File: config.mk
export PLATFORM = sky130hd
export DESIGN_NAME = intvec_dispatch
export DESIGN_NICKNAME = d
export VERILOG_FILES = /design/src/rtl/intvec_pkg.sv /design/src/rtl/intvec_locate.sv /design/src/rtl/intvec_fetch.sv /design/src/rtl/intvec_gate_decode.sv /design/src/rtl/intvec_dispatch.sv
export SDC_FILE = /design/constraint.sdc
export NUM_CORES = 1
export LEC_CHECK = 0
export BUFFER_PORTS_ARGS = -buffer_cell sky130_fd_sc_hd__clkbuf_2
export CAP_MARGIN = 20
export CORE_AREA = 2 2 161 163
export CTS_CLUSTER_DIAMETER = 50
export DETAILED_ROUTE_END_ITERATION = 7
export DIE_AREA = 0 0 163 165
export PLACE_DENSITY = 0.76
export SYNTH_ARGS = -nofsm -noshare
export SYNTH_HDL_FRONTEND = slang
export SYNTH_SLANG_ARGS = --single-unit
File: constraint.sdc
create_clock -name clk -period 3.35 [get_ports clk]
set_input_delay 0.67 -clock clk [delete_from_list [all_inputs] [get_ports clk]]
set_output_delay 0.67 -clock clk [all_outputs]
set_load 0.02 [all_outputs]
File: src/rtl/intvec_pkg.sv
package intvec_pkg;

  localparam logic [1:0] MODE_REAL = 2'd0;
  localparam logic [1:0] MODE_PROT = 2'd1;
  localparam logic [1:0] MODE_LONG = 2'd2;

  localparam logic [1:0] SRC_HW  = 2'd0;
  localparam logic [1:0] SRC_SW  = 2'd1;
  localparam logic [1:0] SRC_EXC = 2'd2;

  localparam logic [3:0] GT_INTR = 4'hE;
  localparam logic [3:0] GT_TRAP = 4'hF;
  localparam logic [3:0] GT_TASK = 4'h5;

  localparam int MAX_WORDS = 4;

  typedef enum logic [2:0] {
    FLT_NONE    = 3'd0,
    FLT_LIMIT   = 3'd1,
    FLT_GATE    = 3'd2,
    FLT_PRIV    = 3'd3,
    FLT_NOTPRES = 3'd4
  } fault_e;

  typedef struct packed {
    logic [15:0] sel;
    logic [63:0] offset;
    logic        clr_if;
    logic        task_sw;
    fault_e      fault;
    logic [15:0] err;
  } dispatch_res_t;

  // log2 of the entry stride for a mode code
  function automatic logic [2:0] stride_log2(input logic [1:0] mode);
    case (mode)
      MODE_REAL: return 3'd2;
      MODE_PROT: return 3'd3;
      default:   return 3'd4;
    endcase
  endfunction

  function automatic logic [2:0] word_count(input logic [1:0] mode);
    case (mode)
      MODE_REAL: return 3'd1;
      MODE_PROT: return 3'd2;
      default:   return 3'd4;
    endcase
  endfunction

  function automatic logic [15:0] fault_code_for(input logic [7:0] vec);
    return {5'd0, vec, 3'b010};
  endfunction

endpackage

File: src/rtl/intvec_locate.sv
module intvec_locate
  import intvec_pkg::*;
#(
  parameter int ADDR_W  = 32,
  parameter int LIMIT_W = 16
) (
  input  logic [ADDR_W-1:0]  base,
  input  logic [LIMIT_W-1:0] limit,
  input  logic [1:0]         mode,
  input  logic [7:0]         vector,
  output logic [ADDR_W-1:0]  entry_addr,
  output logic               in_bounds,
  output logic [2:0]         nwords
);
  localparam int REL_W = 13;
  localparam int CMP_W = ((LIMIT_W > REL_W) ? LIMIT_W : REL_W) + 1;

  logic [2:0]       sh;
  logic [REL_W-1:0] rel;
  logic [REL_W-1:0] span_end;

  always_comb begin
    sh         = stride_log2(mode);
    rel        = {5'd0, vector} << sh;
    span_end   = rel + ((REL_W'(1) << sh) - REL_W'(1));
    entry_addr = base + ADDR_W'(rel);
    in_bounds  = (CMP_W'(span_end) <= CMP_W'(limit));
    nwords     = word_count(mode);
  end

endmodule

File: src/rtl/intvec_fetch.sv
module intvec_fetch
  import intvec_pkg::*;
#(
  parameter int ADDR_W = 32
) (
  input  logic                         clk,
  input  logic                         rst_n,
  input  logic                         start,
  input  logic [ADDR_W-1:0]            start_addr,
  input  logic [2:0]                   nwords,
  output logic                         mem_rd_valid,
  input  logic                         mem_rd_ready,
  output logic [ADDR_W-1:0]            mem_rd_addr,
  input  logic                         mem_rsp_valid,
  input  logic [31:0]                  mem_rsp_data,
  output logic                         busy,
  output logic                         fin,
  output logic [MAX_WORDS-1:0][31:0]   words
);
  localparam int CNT_W = $clog2(MAX_WORDS);

  typedef enum logic [1:0] {F_IDLE, F_REQ, F_RSP} fstate_e;

  fstate_e                      state;
  logic [CNT_W-1:0]             cnt;
  logic [ADDR_W-1:0]            base_q;
  logic [2:0]                   nw_q;
  logic [MAX_WORDS-1:0][31:0]   words_q;

  always_ff @(posedge clk or negedge rst_n) begin
    if (!rst_n) begin
      state   <= F_IDLE;
      cnt     <= '0;
      base_q  <= '0;
      nw_q    <= 3'd1;
      words_q <= '0;
      fin     <= 1'b0;
    end else begin
      fin <= 1'b0;
      case (state)
        F_IDLE: begin
          if (start) begin
            base_q  <= start_addr;
            nw_q    <= nwords;
            cnt     <= '0;
            words_q <= '0;
            state   <= F_REQ;
          end
        end
        F_REQ: begin
          if (mem_rd_ready) state <= F_RSP;
        end
        F_RSP: begin
          if (mem_rsp_valid) begin
            words_q[cnt] <= mem_rsp_data;
            if (3'(cnt) + 3'd1 == nw_q) begin
              state <= F_IDLE;
              fin   <= 1'b1;
            end else begin
              cnt   <= cnt + CNT_W'(1);
              state <= F_REQ;
            end
          end
        end
        default: state <= F_IDLE;
      endcase
    end
  end

  assign mem_rd_valid = (state == F_REQ);
  assign mem_rd_addr  = base_q + ADDR_W'({cnt, 2'b00});
  assign busy         = (state != F_IDLE);
  assign words        = words_q;

  AST_RD_ADDR_HOLD: assert property (@(posedge clk) disable iff (!rst_n)
    (mem_rd_valid && !mem_rd_ready) |=> (mem_rd_valid && $stable(mem_rd_addr)));
  AST_WORD_RANGE: assert property (@(posedge clk) disable iff (!rst_n)
    busy |-> (3'(cnt) < nw_q));

endmodule

File: src/rtl/intvec_gate_decode.sv
module intvec_gate_decode
  import intvec_pkg::*;
(
  input  logic [1:0]                 mode,
  input  logic [1:0]                 src,
  input  logic [1:0]                 cpl,
  input  logic [7:0]                 vector,
  input  logic [MAX_WORDS-1:0][31:0] words,
  output dispatch_res_t              res
);
  logic [31:0] w0, w1, w2;
  logic        present;
  logic [1:0]  dpl;
  logic [3:0]  gtype;
  logic        long_md;
  logic        gate_ok;
  logic        priv_bad;
  logic        unused_bits;

  assign w0          = words[0];
  assign w1          = words[1];
  assign w2          = words[2];
  assign present     = w1[15];
  assign dpl         = w1[14:13];
  assign gtype       = w1[11:8];
  assign long_md     = mode[1];
  assign unused_bits = ^{w1[12], w1[7:0], words[3]};

  always_comb begin
    gate_ok  = (gtype == GT_INTR) || (gtype == GT_TRAP) ||
               ((gtype == GT_TASK) && !long_md);
    priv_bad = (src == SRC_SW) && (cpl > dpl);
    res      = '0;
    if (mode == MODE_REAL) begin
      res.sel    = w0[31:16];
      res.offset = {48'd0, w0[15:0]};
      res.clr_if = 1'b1;
    end else if (!gate_ok) begin
      res.fault = FLT_GATE;
      res.err   = fault_code_for(vector);
    end else if (priv_bad) begin
      res.fault = FLT_PRIV;
      res.err   = fault_code_for(vector);
    end else if (!present) begin
      res.fault = FLT_NOTPRES;
      res.err   = fault_code_for(vector);
    end else if (gtype == GT_TASK) begin
      res.sel     = w0[31:16];
      res.task_sw = 1'b1;
    end else begin
      res.sel    = w0[31:16];
      res.offset = long_md ? {w2, w1[31:16], w0[15:0]}
                           : {32'd0, w1[31:16], w0[15:0]};
      res.clr_if = (gtype == GT_INTR);
    end
  end

  always_comb begin
    AST_LONG_NO_TASK: assert (!(long_md && res.task_sw));
  end

endmodule

File: src/rtl/intvec_dispatch.sv
module intvec_dispatch
  import intvec_pkg::*;
#(
  parameter int ADDR_W  = 32,
  parameter int LIMIT_W = 16
) (
  input  logic               clk,
  input  logic               rst_n,
  input  logic               tbl_wr,
  input  logic [ADDR_W-1:0]  tbl_base_in,
  input  logic [LIMIT_W-1:0] tbl_limit_in,
  input  logic [1:0]         mode_in,
  input  logic               req_valid,
  output logic               req_ready,
  input  logic [7:0]         req_vector,
  input  logic [1:0]         req_src,
  input  logic [1:0]         req_cpl,
  output logic               mem_rd_valid,
  input  logic               mem_rd_ready,
  output logic [ADDR_W-1:0]  mem_rd_addr,
  input  logic               mem_rsp_valid,
  input  logic [31:0]        mem_rsp_data,
  output logic               done,
  output logic [2:0]         out_fault,
  output logic [15:0]        out_err_code,
  output logic [15:0]        out_sel,
  output logic [63:0]        out_offset,
  output logic               out_clr_if,
  output logic               out_task_sw
);
  localparam logic [LIMIT_W-1:0] RESET_LIMIT = LIMIT_W'(1023);

  typedef enum logic [1:0] {T_IDLE, T_FETCH, T_DEC} tstate_e;

  tstate_e             tstate;
  logic [ADDR_W-1:0]   tbl_base_q;
  logic [LIMIT_W-1:0]  tbl_limit_q;
  logic [1:0]          mode_q, src_q, cpl_q;
  logic [7:0]          vec_q;
  logic                accept;
  logic [ADDR_W-1:0]   entry_addr;
  logic                in_bounds;
  logic [2:0]          nwords;
  logic                fetch_busy, fetch_fin;
  logic [MAX_WORDS-1:0][31:0] words;
  dispatch_res_t       dec_res;
  dispatch_res_t       res_q;
  logic                done_q;

  // table register
  always_ff @(posedge clk or negedge rst_n) begin
    if (!rst_n) begin
      tbl_base_q  <= '0;
      tbl_limit_q <= RESET_LIMIT;
    end else if (tbl_wr) begin
      tbl_base_q  <= tbl_base_in;
      tbl_limit_q <= tbl_limit_in;
    end
  end

  assign req_ready = (tstate == T_IDLE) && !done_q;
  assign accept    = req_valid && req_ready;

  intvec_locate #(.ADDR_W(ADDR_W), .LIMIT_W(LIMIT_W)) u_locate (
    .base       (tbl_base_q),
    .limit      (tbl_limit_q),
    .mode       (mode_in),
    .vector     (req_vector),
    .entry_addr (entry_addr),
    .in_bounds  (in_bounds),
    .nwords     (nwords)
  );

  intvec_fetch #(.ADDR_W(ADDR_W)) u_fetch (
    .clk           (clk),
    .rst_n         (rst_n),
    .start         (accept && in_bounds),
    .start_addr    (entry_addr),
    .nwords        (nwords),
    .mem_rd_valid  (mem_rd_valid),
    .mem_rd_ready  (mem_rd_ready),
    .mem_rd_addr   (mem_rd_addr),
    .mem_rsp_valid (mem_rsp_valid),
    .mem_rsp_data  (mem_rsp_data),
    .busy          (fetch_busy),
    .fin           (fetch_fin),
    .words         (words)
  );

  intvec_gate_decode u_decode (
    .mode   (mode_q),
    .src    (src_q),
    .cpl    (cpl_q),
    .vector (vec_q),
    .words  (words),
    .res    (dec_res)
  );

  always_ff @(posedge clk or negedge rst_n) begin
    if (!rst_n) begin
      tstate <= T_IDLE;
      mode_q <= '0;
      src_q  <= '0;
      cpl_q  <= '0;
      vec_q  <= '0;
      res_q  <= '0;
      done_q <= 1'b0;
    end else begin
      done_q <= 1'b0;
      case (tstate)
        T_IDLE: begin
          if (accept) begin
            mode_q <= mode_in;
            src_q  <= req_src;
            cpl_q  <= req_cpl;
            vec_q  <= req_vector;
            if (in_bounds) begin
              tstate <= T_FETCH;
            end else begin
              res_q       <= '0;
              res_q.fault <= FLT_LIMIT;
              res_q.err   <= fault_code_for(req_vector);
              done_q      <= 1'b1;
            end
          end
        end
        T_FETCH: begin
          if (fetch_fin) tstate <= T_DEC;
        end
        T_DEC: begin
          res_q  <= dec_res;
          done_q <= 1'b1;
          tstate <= T_IDLE;
        end
        default: tstate <= T_IDLE;
      endcase
    end
  end

  assign done         = done_q;
  assign out_fault    = res_q.fault;
  assign out_err_code = res_q.err;
  assign out_sel      = res_q.sel;
  assign out_offset   = res_q.offset;
  assign out_clr_if   = res_q.clr_if;
  assign out_task_sw  = res_q.task_sw;

  AST_DONE_PULSE: assert property (@(posedge clk) disable iff (!rst_n)
    done |=> !done);
  AST_FAULT_CLEAN: assert property (@(posedge clk) disable iff (!rst_n)
    (done && out_fault != 3'd0) |-> (!out_clr_if && !out_task_sw && out_offset == 64'd0));
  AST_TASK_PROT_ONLY: assert property (@(posedge clk) disable iff (!rst_n)
    (done && out_task_sw) |-> (mode_q == MODE_PROT));
  AST_READ_IN_FETCH: assert property (@(posedge clk) disable iff (!rst_n)
    mem_rd_valid |-> (tstate == T_FETCH && fetch_busy));
  AST_HOLD_RESULT: assert property (@(posedge clk) disable iff (!rst_n)
    !done |=> (done || $stable(out_offset)));

endmodule

Yosys cells after proc, flatten, opt, wreduce, memory -nomap -nowiden. Cells that the tools add are included.

Reduce and logical (&&, ||, !) cells: 23. Mux-type cells: 41. Shift operators: 2. Equality and inequality tests: 18. Magnitude comparators: 4. $add $sub $neg: 6.

Operators with widths (number): $mux 128 (2); $pmux 128 s2 (1); $mux 82 (3); $mux 101 (2); $pmux 101 s2 (1); $bwmux 128 (1); $mux 81 (1); $mux 65 (1); $demux 32 s2 (1); $mux 64 (1); $mux 19 (3); $add 32x13->32 (1); $add 32x4->32 (1); $mux 32 (1); $mux 20 (1); $mux 2 (9); $le 13x16->1 (1); $add 13x13->13 (1); $shl 1x3->13 const A (1); $shl 8x3->13 (1); $sub 13x1->13 const B (1); $pmux 3 s2 (2); $reduce_and 3->1 (4); $ne 2x2->1 const B (5); 22 further kinds (48).

Input port bits: 100. Logic and storage cells: 117. Output and inout port bits: 136. Flip-flop bits (word level): 334.

Logic depth before layout (Yosys ltp). Gate-level depths: netlist (run 1).

Depth after elaboration: 9. Mapped depth: 23. Gate-level depth less buffers: 20.

Hierarchy. From an unflattened synthesis (run 1), not the netlist that was laid out.

Cell total of the unflattened synthesis: 1401. Area total of the unflattened synthesis: 16218.1 sq um.

By module, submodules not included: intvec_fetch (cells each 575, seq. area each 4205.3 sq um, area each 7069.3 sq um, instances 1); intvec_dispatch (cells each 395, seq. area each 4166.5 sq um, area each 6122.1 sq um, instances 1); intvec_locate (cells each 303, seq. area each 0.0 sq um, area each 2122.0 sq um, instances 1); intvec_gate_decode (cells each 128, seq. area each 0.0 sq um, area each 904.6 sq um, instances 1).

Least setup slack after synthesis (run 1). OpenSTA, ideal clock, no wires.

Path kind: input to register. From: input mode_in[0]. To: register u_fetch.nw_q[1]. Setup time: 0.127 ns. Path buffers: 3. Data required time: 3.223 ns. Arrival: 4.851 ns. Setup slack: -1.628 ns. Stages: 21. Cell sequence: clkbuf_1 mux2i_1 or2_2 ha_1 inv_1 ha_1 o21ai_0 o21ai_0 a21oi_1 o21ai_0 a21oi_1 xnor2_1 ha_1 and3_1 nand3_1 a21oi_1 o31ai_1 and3_1 buf_2 buf_4 mux2_1.

Cells in the longest elaborated chain, start to end: 8. Elaborated cells between the ends (all ways): 11. Classes of those cells: 2 x add/sub; 1 x order compare; 1 x eq/ne; 2 x shift; 2 x mux; 3 x reduce/logical.

RTL lines: from (decl) (RTL line intvec_dispatch.sv:12) `input logic [1:0] mode_in,`; $eq 2x1->1 / $logic_not 2->1 (equally long branches) (RTL line intvec_pkg.sv:36, intvec_pkg.sv:44); $pmux 3 s2 (RTL line intvec_pkg.sv:36) `case (mode)`; $shl 1x3->13 (RTL line intvec_locate.sv:25) `span_end = rel + ((REL_W'(1) << sh) - REL_W'(1));`; $sub 13x1->13 (RTL line intvec_locate.sv:25); $add 13x13->13 (RTL line intvec_locate.sv:25); $le 13x16->1 (RTL line intvec_locate.sv:27) `in_bounds = (CMP_W'(span_end) <= CMP_W'(limit));`; $logic_and 1x1->1 (RTL line intvec_dispatch.sv:77) `.start (accept && in_bounds),`; $reduce_and 2->1 (no line); to (signal assigned) (RTL line intvec_fetch.sv:44) `nw_q <= nwords;`; to (decl) (RTL line intvec_fetch.sv:27) `logic [2:0] nw_q;`.

Several ways; a longest one is shown, not always the timed one. A chain may end at the register's enable or synchronous reset.

Worst setup path after layout (run 1).
From: input mode_in[0]. To: register res_q (netlist bit out_offset[61]).

Cells in the longest elaborated chain, start to end: 8. Elaborated cells between the ends (all ways): 10. Classes of those cells: 2 x add/sub; 1 x order compare; 2 x eq/ne; 2 x shift; 1 x mux; 2 x reduce/logical.

RTL lines: $eq 2x1->1 / $logic_not 2->1 (equally long branches) (RTL line intvec_pkg.sv:36); $pmux 3 s2 * (RTL line intvec_pkg.sv:36); $shl 1x3->13 (RTL line intvec_locate.sv:25); $sub 13x1->13 (RTL line intvec_locate.sv:25); $add 13x13->13 * (RTL line intvec_locate.sv:25); $le 13x16->1 * (RTL line intvec_locate.sv:27); $ne 2x2->1 (no line) *; $reduce_and 3->1 (no line) *; to (signal assigned) (RTL line intvec_dispatch.sv:131) `res_q <= dec_res;`; to (decl) (RTL line intvec_dispatch.sv:47) `dispatch_res_t res_q;`.

Mark *: on every way between the ends. The rest lies on a longest branch, timed or not.

==> run metrics, run 1 <==
status=complete, but fails checks; failing checks=setup timing; # DRC=0; Worst Path Arrival=~4.5 ns; Ports=between 200 and 250; first-pass GRT wire length=58,420 um; placed cell count=1,792; Crit-path slowest cell=or4_4; Slew headroom=29.50%; root buf cell=clkbuf_16; Setup-failing EPs final=221; clock sinks=approximately 290; dpl cell area=15,930 um2; max cap viols=0; worst-skew pair later-pin latency=0.52 ns; iteration count of the initial detailed-routing pass=6; starting density of the core=between 50 and 60%; FMAX=245.9 MHz; critical path's top delay family=compound AO/OA/AOI/OAI gates; HPWL after DPL=~24,000 um; layout cells sized above 1=36.38%; P_sw=4349 uW; TNS Setup=-136.19 ns; Post-synth EDFFs=0; Tcrit/Tclk final=121.4%; ys flop type=dfrtp_1; Int Pwr=between 8000 and 9000 uW; Yosys top cell by area=dfrtp_1; Total GRT Usage=27.68%; Comb pwr share=between 30% and 40%; chip width=163 um; unrepaired setup endpoints after global routing=true; Warnings, synthesis=0; R2R depth=12; area of the core=25,040 um2; synth top area cells=dfrtp_1 50%, a22o_1 11%, ha_1 4.6%; remaining antenna violation count after routing=0; clock-pin slew on the worst setup and hold paths=around 0.06 ns; type of the tightest min-delay check=primary input to asynchronous set/reset pin; Pwr Density=712.4 nW/um2; Max Slew Vio Count=0; Clock power frac=between 30% and 40%; measured slew at the worst slew-check pin=1.057 ns; number of core rows=58; GRT overflow=0; switching part of the total power=33.50%; fillcell total=between 1,500 and 2,000; Seq pwr share=37.9%; initial drt markers=779; vias per inst=5.851; final hold vios=0; Area Overhead vs Synth=33.48%; final worst clock skew=roughly 0.025 ns; Buffers on Ports=228; vias in the first global route=10,886; routability cong.=about 0.90; Crit path required time=3.74 ns; CP endpoint kind=register; proportion of netlist area held by the largest area contributor=between 50% and 60%; antenna violations before repair=0; P_leak=0.009053 uW; routed via count=11,082; min Tclk post-route=4.066 ns; htree depth=2; WP depth=23; PnR worst setup slack=-0.7160 ns; Max Fanout on Critical Path=5; largest net degree at the start of global routing=102; diode count=0; # nets final=~1,700; Finished Layout Cells=between 1,500 and 2,000; FF+latch count, synth=286; CP max stage delay=between 0.4 and 0.5 ns; Peak VDD IR=about 450 uV; TritonCTS Buffers=35; CTS max path bufs=3; Die Ht=165 um; DR WL/cell=20.37 um; buffer and inverter count on the worst path=7; DRT Wirelength=38,570 um; CTS tree=done; Avg Cell Area, Syn=11.51 um2; Mapped Cells=~1,200; area of the die=26,900 um2; Pwr Total=around 13,000 uW; Critical Path Start Type=primary input; share of synthesized flip-flops with an asynchronous set or reset=100.0%; post-synthesis sequential area ratio=52.52%; critical path type=primary input to register; Mapped Area=13,650 um2; fin area=roughly 18,000 um2; library cells used by synthesis=77; worst-path cell chain=clkbuf_16, mux2i_1, o21ai_1, inv_1, ha_4, inv_2, ha_4, o21ai_4, a21o_1, a31oi_4, or4_4, nand4_1, ha_1, and3_1, nand3_2, o31a_1, o31ai_4, buf_6, o21a_4, buf_12, buf_12, buf_16, a22o_1
cell families (layout without fill, tap and decap cells):
family,count (synthesis),after routing,share of synthesized area [%]
compound gates,317,317,18.47
mux,78,78,6.342
other cells,2,19,0.05501
flops,286,286,52.52
simple gates,257,257,9.448
fa+ha+maj,53,53,5.022
xor+xnor,58,58,3.721
buf+inv,135,496,4.426
layer usage:
layer  vias up  share of wire (%)  track usage, %
met4         0                2.5           8.528
met2       445                 51           48.11
met1      5535                 40           35.82
met3        75                6.1           4.370
li1       5027                  -               -
met5         -                  0               0
final timing paths:
kind                                            start                            end  slack (ns)
max                                        mode_in[0]     out_offset[61]$_DFFE_PN0P_       -0.72
min                                             rst_n     out_offset[17]$_DFFE_PN0P_        0.16
max reg2reg                tbl_limit_q[9]$_DFFE_PN1P_  u_fetch.words[53]$_DFFE_PN0P_        0.68
min reg2reg                      vec_q[7]$_DFFE_PN0P_           vec_q[7]$_DFFE_PN0P_        0.47
max in group asynchronous                       rst_n     out_offset[26]$_DFFE_PN0P_        2.20
min in group clk                           req_src[0]           src_q[0]$_DFFE_PN0P_        0.37
area by class of cell:
class / count / area, um2 / share of cell area, %
clock inverters: 17 / 240.2 / 1.318
inverters: 65 / 246.5 / 1.353
repair buffers: 369 / 2755 / 15.12
multi-input cells: 782 / 6394 / 35.08
flip-flops and latches: 286 / 7171 / 39.35
well taps: 330 / 412.9 / 2.266
clock buffers: 45 / 1005 / 5.513
sequential cells by signal (all words and copies together) (netlist names), 2 cells and up:
signal and cells:
u_fetch.state 2, out_offset 64, vec_q 8, tbl_base_q 32
tstate 2, out_sel 16, u_fetch.nw_q 3, tbl_limit_q 16
src_q 2, out_err_code 9, u_fetch.base_q 32, u_fetch.words 87
cpl_q 2, out_fault 3, u_fetch.cnt 2, mode_q 2
cell usage after synthesis (25+ instances only):
library cell	instances
xnor2_1	35
a22o_1	178
o21ai_0	42
nor2_1	35
ha_1	50
dfrtp_1	275
inv_1	64
a21oi_1	26
clkbuf_1	25
buf_2	27
nand2_1	99
mux2_2	44
through the flow:
step	hold slack (ns)	setup WS, ns	utilization, %
after CTS	0.2098	-0.6225	70.55
after global routing	0.2359	-0.8723	72.79
final	0.1629	-0.7160	72.79
after detailed placement	0.4564	-1.243	63.64
after global placement	0.4424	-1.107	63.64
after floorplan	0.3744	-0.8763	-
power by group through the flow:
stage	combinational (uW)	sequential [uW]	clock, uW
floorplan	2360	4790	0
global placement	3440	4890	0
detailed placement	3550	4920	0
CTS	3730	4880	4050
global route	4370	5010	4240
finish	4030	4920	4030
cell usage in the layout, fill, tap and decap left out, types with 7 or more instances in the layout:
master / count
buf_4: 100
mux2_4: 27
conb_1: 19
clkbuf_16: 43
a21oi_1: 21
nor2_1: 32
nand3_1: 22
clkbuf_8: 8
inv_1: 61
nand2_1: 98
dfrtp_1: 275
or3_1: 7
and3_1: 8
ha_4: 7
buf_6: 7
dfstp_2: 11
a22o_1: 177
nand4_1: 17
mux2_2: 34
xor2_1: 23
o21ai_0: 33
mux2i_1: 9
buf_12: 18
a21o_1: 7
ha_1: 43
nand2b_1: 10
mux2_1: 7
xnor2_1: 34
nor3_1: 12
a211oi_1: 10
clkbuf_2: 223
worst register-to-register path, stage by stage, from the launching register on:
cell     delay (ns)
dfstp_2        0.51
inv_1          0.05
ha_1           0.31
a21o_1         0.17
a21oi_1        0.17
o21ai_1        0.14
buf_4          0.17
nor4_4         0.24
buf_6          0.19
buf_12         0.11
o32ai_4        0.09
buf_12         0.19
a22o_1         0.22
repair_timing:
| item | 4_1_cts | 5_1_grt |
|---|---|---|
| hold buffers | 0 | 0 |
| setup buffers | 12 | 15 |
| pin swaps | 38 | 87 |
| gates cloned | 8 | 10 |
| resized for setup | 32 | 79 |
| setup endpoints to repair | 227 | 234 |
(Power assumes the default switching activity.)
==> run 2: changes to the inputs <==
Settings changed: CELL_PAD_IN_SITES_DETAIL_PLACEMENT set to 1, CELL_PAD_IN_SITES_GLOBAL_PLACEMENT set to 1, CORE_AREA 2 2 161 163 to 2 2 178 180, DIE_AREA 0 0 163 165 to 0 0 180 182, PLACE_DENSITY 0.76 to 0.78.
==> run 2 against run 1 <==
Net effect:
- highest routed layer is now met5
- flip-flop and latch count stayed put
- non-clock buffer count increased by 2
- hold slack worse by 0.074 ns
- clock skew increased by 0.0018 ns
- first-iteration DRC count fell by 17%
- core utilization is 14 points lower
- via count rose by 3.2%
- critical path depth shrank 1
- wire length up 22%
- the run still ends with setup timing left
- total power increased by 2.7%
- clock power is essentially flat
- register-to-register slack lost 0.02 ns
==> run metrics, run 2 (same netlist as run 1, synthesis figures left out) <==
remaining antenna violation count after routing=0 (unchanged); utilization after layout=58.99% (was 72.79%); Worst Path Arrival=4.64 ns (was 4.46 ns); hold_buf cts=0 (unchanged); root buf cell=clkbuf_16 (unchanged); Crit path required time=3.80 ns (was 3.74 ns); Crit path top cell by count=ha_4; Comb pwr share=32.3% (was 31.1%); TritonCTS Buffers=35 (unchanged); Tcrit/Tclk final=125.1% (was 121.4%); area of the die=32,760 um2 (was 26,900 um2); Die Ht=182 um (was 165 um); Crit-path slowest cell=or4_1 (was or4_4); initial drt markers=643 (was 779); Register Area=7172 um2 (was 7171 um2); Slew headroom=32.75% (was 29.50%); CTS tree=done (unchanged); GRT overflow=0 (unchanged); vias in the first global route=12,192 (was 10,886); vias per inst=5.800 (was 5.851); Total GRT Usage=27.61% (was 27.68%); failing checks=setup timing (unchanged); Buffers on Ports=228 (unchanged); P_sw=4636 uW (was 4349 uW); Clock power frac=30.3% (was 31.0%); CTS max path bufs=3 (unchanged); # nets final=1,695 (was 1,692); worst-skew pair later-pin latency=0.53 ns (was 0.52 ns); Max Fanout on Critical Path=16 (was 5); final worst clock skew=0.02716 ns (was 0.02534 ns); Area Overhead vs Synth=33.87% (was 33.48%); status=complete, but fails checks (unchanged); fillcell total=3,215 (was 1,687); final hold vios=0 (unchanged); HPWL after DPL=29,250 um (was 24,370 um); Peak VDD IR=461.7 uV (was 450.1 uV); area of the core=30,990 um2 (was 25,040 um2); CP endpoint kind=register (unchanged); measured slew at the worst slew-check pin=1.009 ns (was 1.057 ns); buffer and inverter count on the worst path=6 (was 7); FMAX=238.6 MHz (was 245.9 MHz); # DRC=0 (unchanged); clock-pin slew on the worst setup and hold paths=0.07 ns (was 0.06 ns); critical path type=primary input to register (unchanged); max cap viols=0 (unchanged); critical path's top delay family=compound AO/OA/AOI/OAI gates (unchanged); Max Slew Vio Count=0 (unchanged); Pwr Density=729.2 nW/um2 (was 712.4 nW/um2); number of core rows=65 (was 58); Critical Path Start Type=primary input (unchanged); iteration count of the initial detailed-routing pass=5 (was 6); area of the multi-input gates=6489 um2 (was 6394 um2); worst-path cell chain=clkbuf_16, mux2i_1, o21ai_1, inv_1, ha_4, inv_2, ha_4, o21ai_4, a21o_1, a31oi_4, or4_1, nand4_1, ha_1, and3_4, nand3_4, o31a_1, buf_4, nor2_4, buf_12, o32ai_4, buf_6, a22o_1 (was clkbuf_16, mux2i_1, o21ai_1, inv_1, ha_4, inv_2, ha_4, o21ai_4, a21o_1, a31oi_4, or4_4, nand4_1, ha_1, and3_1, nand3_2, o31a_1, o31ai_4, buf_6, o21a_4, buf_12, buf_12, buf_16, a22o_1); most common cell after layout, fill and taps aside=dfrtp_1 (unchanged); PnR worst setup slack=-0.8410 ns (was -0.7160 ns); min Tclk post-route=4.191 ns (was 4.066 ns); type of the tightest min-delay check=primary input to asynchronous set/reset pin (unchanged); htree depth=2 (unchanged); fin area=18,280 um2 (was 18,220 um2); switching part of the total power=34.78% (was 33.50%); chip width=180 um (was 163 um); max reg flops=87 (unchanged); CP max stage delay=0.42 ns (about the same); Seq pwr share=37.5% (was 37.9%); routability cong.=0.8483 (was 0.9042); clock sinks=286 (unchanged); Int Pwr=8693 uW (was 8634 uW); DR WL/cell=23.94 um (was 20.37 um); largest net degree at the start of global routing=107 (was 102); starting density of the core=44.06% (was 54.53%); unrepaired setup endpoints after global routing=true (unchanged); WHS=0.08940 ns (was 0.1629 ns); DRT Wirelength=47,190 um (was 38,570 um); routed via count=11,432 (was 11,082); antenna violations before repair=3 (was 0); P_leak=0.008986 uW (was 0.009053 uW); Setup-failing EPs final=225 (was 221); dpl cell area=16,040 um2 (was 15,930 um2); commonest cells after routing, fill and taps aside=274 x dfrtp_1, 218 x clkbuf_2, 177 x a22o_1 (was 275 x dfrtp_1, 223 x clkbuf_2, 177 x a22o_1); first-pass GRT wire length=70,890 um (was 58,420 um); Ports=236 (unchanged); layout cells sized above 1=37.44% (was 36.38%)
run 2: stage by stage:
stage / power, uW / setup TNS, ns / cells / setup WS, ns
floorplan: 7157 / -178.73 / 1203 / -0.8763
CTS: 12870 / -143.48 / 1957 / -0.7107
finish: 13330 / -168.23 / 1971 / -0.8410
global placement: 8345 / -342.62 / 1865 / -1.617
detailed placement: 8570 / -371.65 / 1865 / -1.744
global route: 13890 / -193.86 / 1970 / -0.9446
run 2: final cells by class:
| cell class | instances | share of cell area (%) |
|---|---|---|
| flip-flops and latches | 286 | 39.24 |
| multi-input cells | 782 | 35.50 |
| repair buffers | 371 | 14.42 |
| clock buffers | 44 | 5.203 |
| well taps | 402 | 2.752 |
| clock inverters | 19 | 1.444 |
| inverters | 65 | 1.376 |
| repair inverters | 1 | 0.04792 |
| diodes | 1 | 0.01369 |
run 2: power groups by stage:
stage / logic (uW) / clock network (uW) / registers (uW)
after floorplan: 2360 / 0 / 4790
after global placement: 3440 / 0 / 4910
after detailed placement: 3610 / 0 / 4960
after CTS: 3920 / 4030 / 4920
after global routing: 4610 / 4220 / 5060
final: 4300 / 4030 / 4990
run 2: timing repair:
action                     4_1_cts  5_1_grt
setup endpoints to repair      231      234
gates cloned                     9        5
resized for setup               45       91
buffers inserted                20       12
pin swaps                       40       36
run 2: final timing paths:
path	slack (ns)	cells after the start	from	end
max	-0.84	22	mode_in[0]	u_fetch.words[11]$_DFFE_PN0P_
min reg2reg	0.46	1	u_fetch.fin$_DFF_PN0_	tstate[0]$_DFFE_PN0P_
max in group asynchronous	2.31	2	rst_n	u_fetch.words[15]$_DFFE_PN0P_
min in group clk	0.36	3	req_cpl[1]	cpl_q[1]$_DFFE_PN0P_
min	0.09	1	rst_n	out_offset[34]$_DFFE_PN0P_
max reg2reg	0.66	11	tbl_limit_q[9]$_DFFE_PN1P_	u_fetch.words[11]$_DFFE_PN0P_
run 2: per-layer routing:
layer  routed length, um  vias up  GRT usage, %  part of all wire, %
li1                    -     5032             -                    -
met1               19170     5920         34.77                   41
met2               23850      374         47.14                   51
met3                2369      104         5.134                  5.0
met4                1787        2         10.93                  3.8
met5                  13        -             0                0.028
run 2: worst reg2reg max path: stages, from the launching register on:
cell and delay (ns):
dfstp_2 0.51, inv_1 0.09, ha_1 0.34, buf_4 0.15, nand3_4 0.11, o31a_1 0.30
buf_4 0.17, nor2_4 0.04, buf_12 0.13, o32ai_4 0.33, buf_6 0.29, a22o_1 0.19
==> run 3: changes to the inputs <==
Settings changed: ABC_AREA set to 1, CORE_AREA 2 2 178 180 to 2 2 210 212, DIE_AREA 0 0 180 182 to 0 0 212 214, SYNTH_HIERARCHICAL set to 1.
==> run 3 against run 2 <==
Net effect:
- largest cell class is now multi-input combinational cells
- synthesized cell count increased by 89%
- critical path depth increased by 8
- highest routed layer unchanged
- count of clock-buffer cells in the layout increased by 5
- largest power group is now combinational logic
- the flow still finishes with violations (setup timing)
- combinational power increased by 54%
- sequential share of layout area decreased by 7.3 points
- flip-flop and latch count increased by 7
- via count increased by 43%
- wire length increased by 31%
==> run metrics, run 3 <==
area of the die=45,370 um2 (was 32,760 um2); Pwr Density=740.8 nW/um2 (was 729.2 nW/um2); worst reg2reg setup slack=0.29 ns (was 0.66 ns); layout cells sized above 1=35.38% (was 37.44%); clock-pin slew on the worst setup and hold paths=0.06 ns (was 0.07 ns); P_leak=0.01141 uW (was 0.008986 uW); clock sinks=293 (was 286); most common cell after layout, fill and taps aside=nand2_1 (was dfrtp_1); Crit path required time=3.79 ns (was 3.80 ns); # DRC=0 (unchanged); HPWL after DPL=39,250 um (was 29,250 um); chip width=212 um (was 180 um); final worst clock skew=0.03056 ns (was 0.02716 ns); htree depth=2 (unchanged); TritonCTS Buffers=40 (was 35); PnR worst setup slack=-0.9920 ns (was -0.8410 ns); Worst Path Arrival=4.78 ns (was 4.64 ns); critical path's top delay family=simple AND/OR/NAND/NOR gates (was compound AO/OA/AOI/OAI gates); CTS max path bufs=3 (unchanged); GRT overflow=0 (unchanged); iteration count of the initial detailed-routing pass=5 (unchanged); fillcell total=5,174 (was 3,215); CTS tree=done (unchanged); buffer and inverter count on the worst path=8 (was 6); initial drt markers=1,072 (was 643); max cap viols=0 (unchanged); vias per inst=5.115 (was 5.800); pre-CTS WS=-1.598 ns (was -1.744 ns); measured slew at the worst slew-check pin=0.8558 ns (was 1.009 ns); Die Ht=214 um (was 182 um); type of the tightest min-delay check=primary input to asynchronous set/reset pin (unchanged); max reg flops=87 (unchanged); routability cong.=0.8961 (was 0.8483); R2R depth=19 (was 11); Ports=236 (unchanged); utilization after layout=53.72% (was 58.99%); Crit path top cell by count=nand2_1 (was ha_4); remaining antenna violation count after routing=0 (unchanged); largest net degree at the start of global routing=80 (was 107); commonest cells after routing, fill and taps aside=723 x nand2_1, 281 x dfrtp_1, 232 x clkbuf_2 (was 274 x dfrtp_1, 218 x clkbuf_2, 177 x a22o_1); Mapped Cells=2,242 (was 1,186); vias in the first global route=17,229 (was 12,192); CP Launch Point=mode_in[1] (was mode_in[0]); number of core rows=76 (was 65); Critical Path Start Type=primary input (unchanged); failing checks=setup timing (unchanged); DR WL/cell=19.30 um (was 23.94 um); Peak VDD IR=415.4 uV (was 461.7 uV); Buffers on Ports=235 (was 228); Area Overhead vs Synth=37.53% (was 33.87%); root buf cell=clkbuf_16 (unchanged); Worst R2R End=u_fetch/words[66]$_DFFE_PN0P_ (was u_fetch.words[11]$_DFFE_PN0P_); WP depth=30 (was 22); first-pass GRT wire length=94,010 um (was 70,890 um); critical path type=primary input to register (unchanged); Max Fanout on Critical Path=8 (was 16); status=complete, but fails checks (unchanged); FMAX=230.3 MHz (was 238.6 MHz); final hold vios=0 (unchanged); diode count=0 (was 1); # nets final=2,735 (was 1,695); DRT Wirelength=61,710 um (was 47,190 um); unrepaired setup endpoints after global routing=true (unchanged); Tcrit/Tclk final=129.6% (was 125.1%); Slew headroom=42.94% (was 32.75%); Mapped Area=16,750 um2 (was 13,650 um2); routed via count=16,352 (was 11,432); WHS=0.08648 ns (was 0.08940 ns); Warnings, synthesis=6 (was 0); Avg Cell Area, Syn=7.471 um2 (was 11.51 um2); Crit-path slowest cell=ha_1 (was or4_1); area of the core=42,890 um2 (was 30,990 um2); Total GRT Usage=26.27% (was 27.61%); hold_buf cts=0 (unchanged); Worst Setup EP=u_fetch/words[66]$_DFFE_PN0P_ (was u_fetch.words[11]$_DFFE_PN0P_); TNS Setup=-206.81 ns (was -168.23 ns); starting density of the core=39.06% (was 44.06%); CP max stage delay=0.35 ns (was 0.42 ns); worst-skew pair later-pin latency=0.57 ns (was 0.53 ns); Max Slew Vio Count=0 (unchanged); Setup-failing EPs final=229 (was 225); antenna violations before repair=1 (was 3); worst r2r src=tbl_limit_q[2]$_DFFE_PN1P_ (was tbl_limit_q[9]$_DFFE_PN1P_); CP endpoint kind=register (unchanged); min Tclk post-route=4.342 ns (was 4.191 ns)
==> run 3: per-stage QoR <==
| stage | total power [uW] | area, um2 | cells |
|---|---|---|---|
| floorplan | 8996 | 17000 | 2257 |
| global placement | 10950 | 18970 | 3054 |
| detailed placement | 11180 | 18970 | 3054 |
| CTS | 16140 | 21680 | 3179 |
| global route | 18010 | 23040 | 3197 |
| finish | 17070 | 23040 | 3197 |
==> run 3: timing repair <==
action | 4_1_cts | 5_1_grt
cloned | 27 | 11
setup endpoints to repair | 232 | 237
hold endpoints to repair | 0 | 0
resized for setup | 116 | 368
pin swaps | 27 | 45
buffers inserted | 26 | 15
==> run 3: area by class of cell <==
cell class / instances / area (um2) / area share, %
clock buffers: 49 / 1086 / 4.714
clock inverters: 23 / 281.5 / 1.222
inverters: 193 / 763.2 / 3.313
multi-input cells: 1666 / 9727 / 42.22
flip-flops and latches: 293 / 7347 / 31.89
well taps: 585 / 732.0 / 3.177
repair buffers: 387 / 3084 / 13.39
repair inverters: 1 / 16.27 / 0.07061
==> run 3: metal layers <==
metal | share of wire, % | global-route usage (%)
met1 | 41 | 32.60
met2 | 51 | 45.55
met3 | 4.6 | 4.618
met4 | 3.5 | 9.413
met5 | 0.019 | 0
==> run 3: worst min-delay path by stage <==
stage | to | startpoint
finish | out_offset[35]$_DFFE_PN0P_ | rst_n
global placement | out_offset[15]$_DFFE_PN0P_ | out_offset[15]$_DFFE_PN0P_
detailed placement | out_offset[55]$_DFFE_PN0P_ | out_offset[55]$_DFFE_PN0P_
CTS | out_offset[46]$_DFFE_PN0P_ | rst_n
floorplan | cpl_q[0]$_DFFE_PN0P_ | rst_n
global route | out_offset[38]$_DFFE_PN0P_ | rst_n
==> run 3: worst reg2reg max path, stage by stage (launching register included) <==
cell     delay (ns)
dfstp_2        0.53
inv_1          0.07
ha_1           0.34
nand2_1        0.10
inv_1          0.09
nand2_1        0.08
nand2_1        0.06
a31oi_1        0.30
nor2_1         0.08
o21ai_1        0.12
nand2_1        0.10
o41ai_4        0.07
inv_2          0.09
nor2_4         0.13
nand2_4        0.07
a21oi_4        0.21
buf_12         0.22
nand2_8        0.13
nand2_2        0.11
nand2_1        0.05
==> run 3: power breakdown <==
part           total (uW)  switching [uW]  internal, uW  leakage [uW]
logic                6640            4180          2470       0.00711
clock network        4440            1730          2710      0.000666
registers            5980            1290          4690       0.00363
total               17100            7190          9870        0.0114
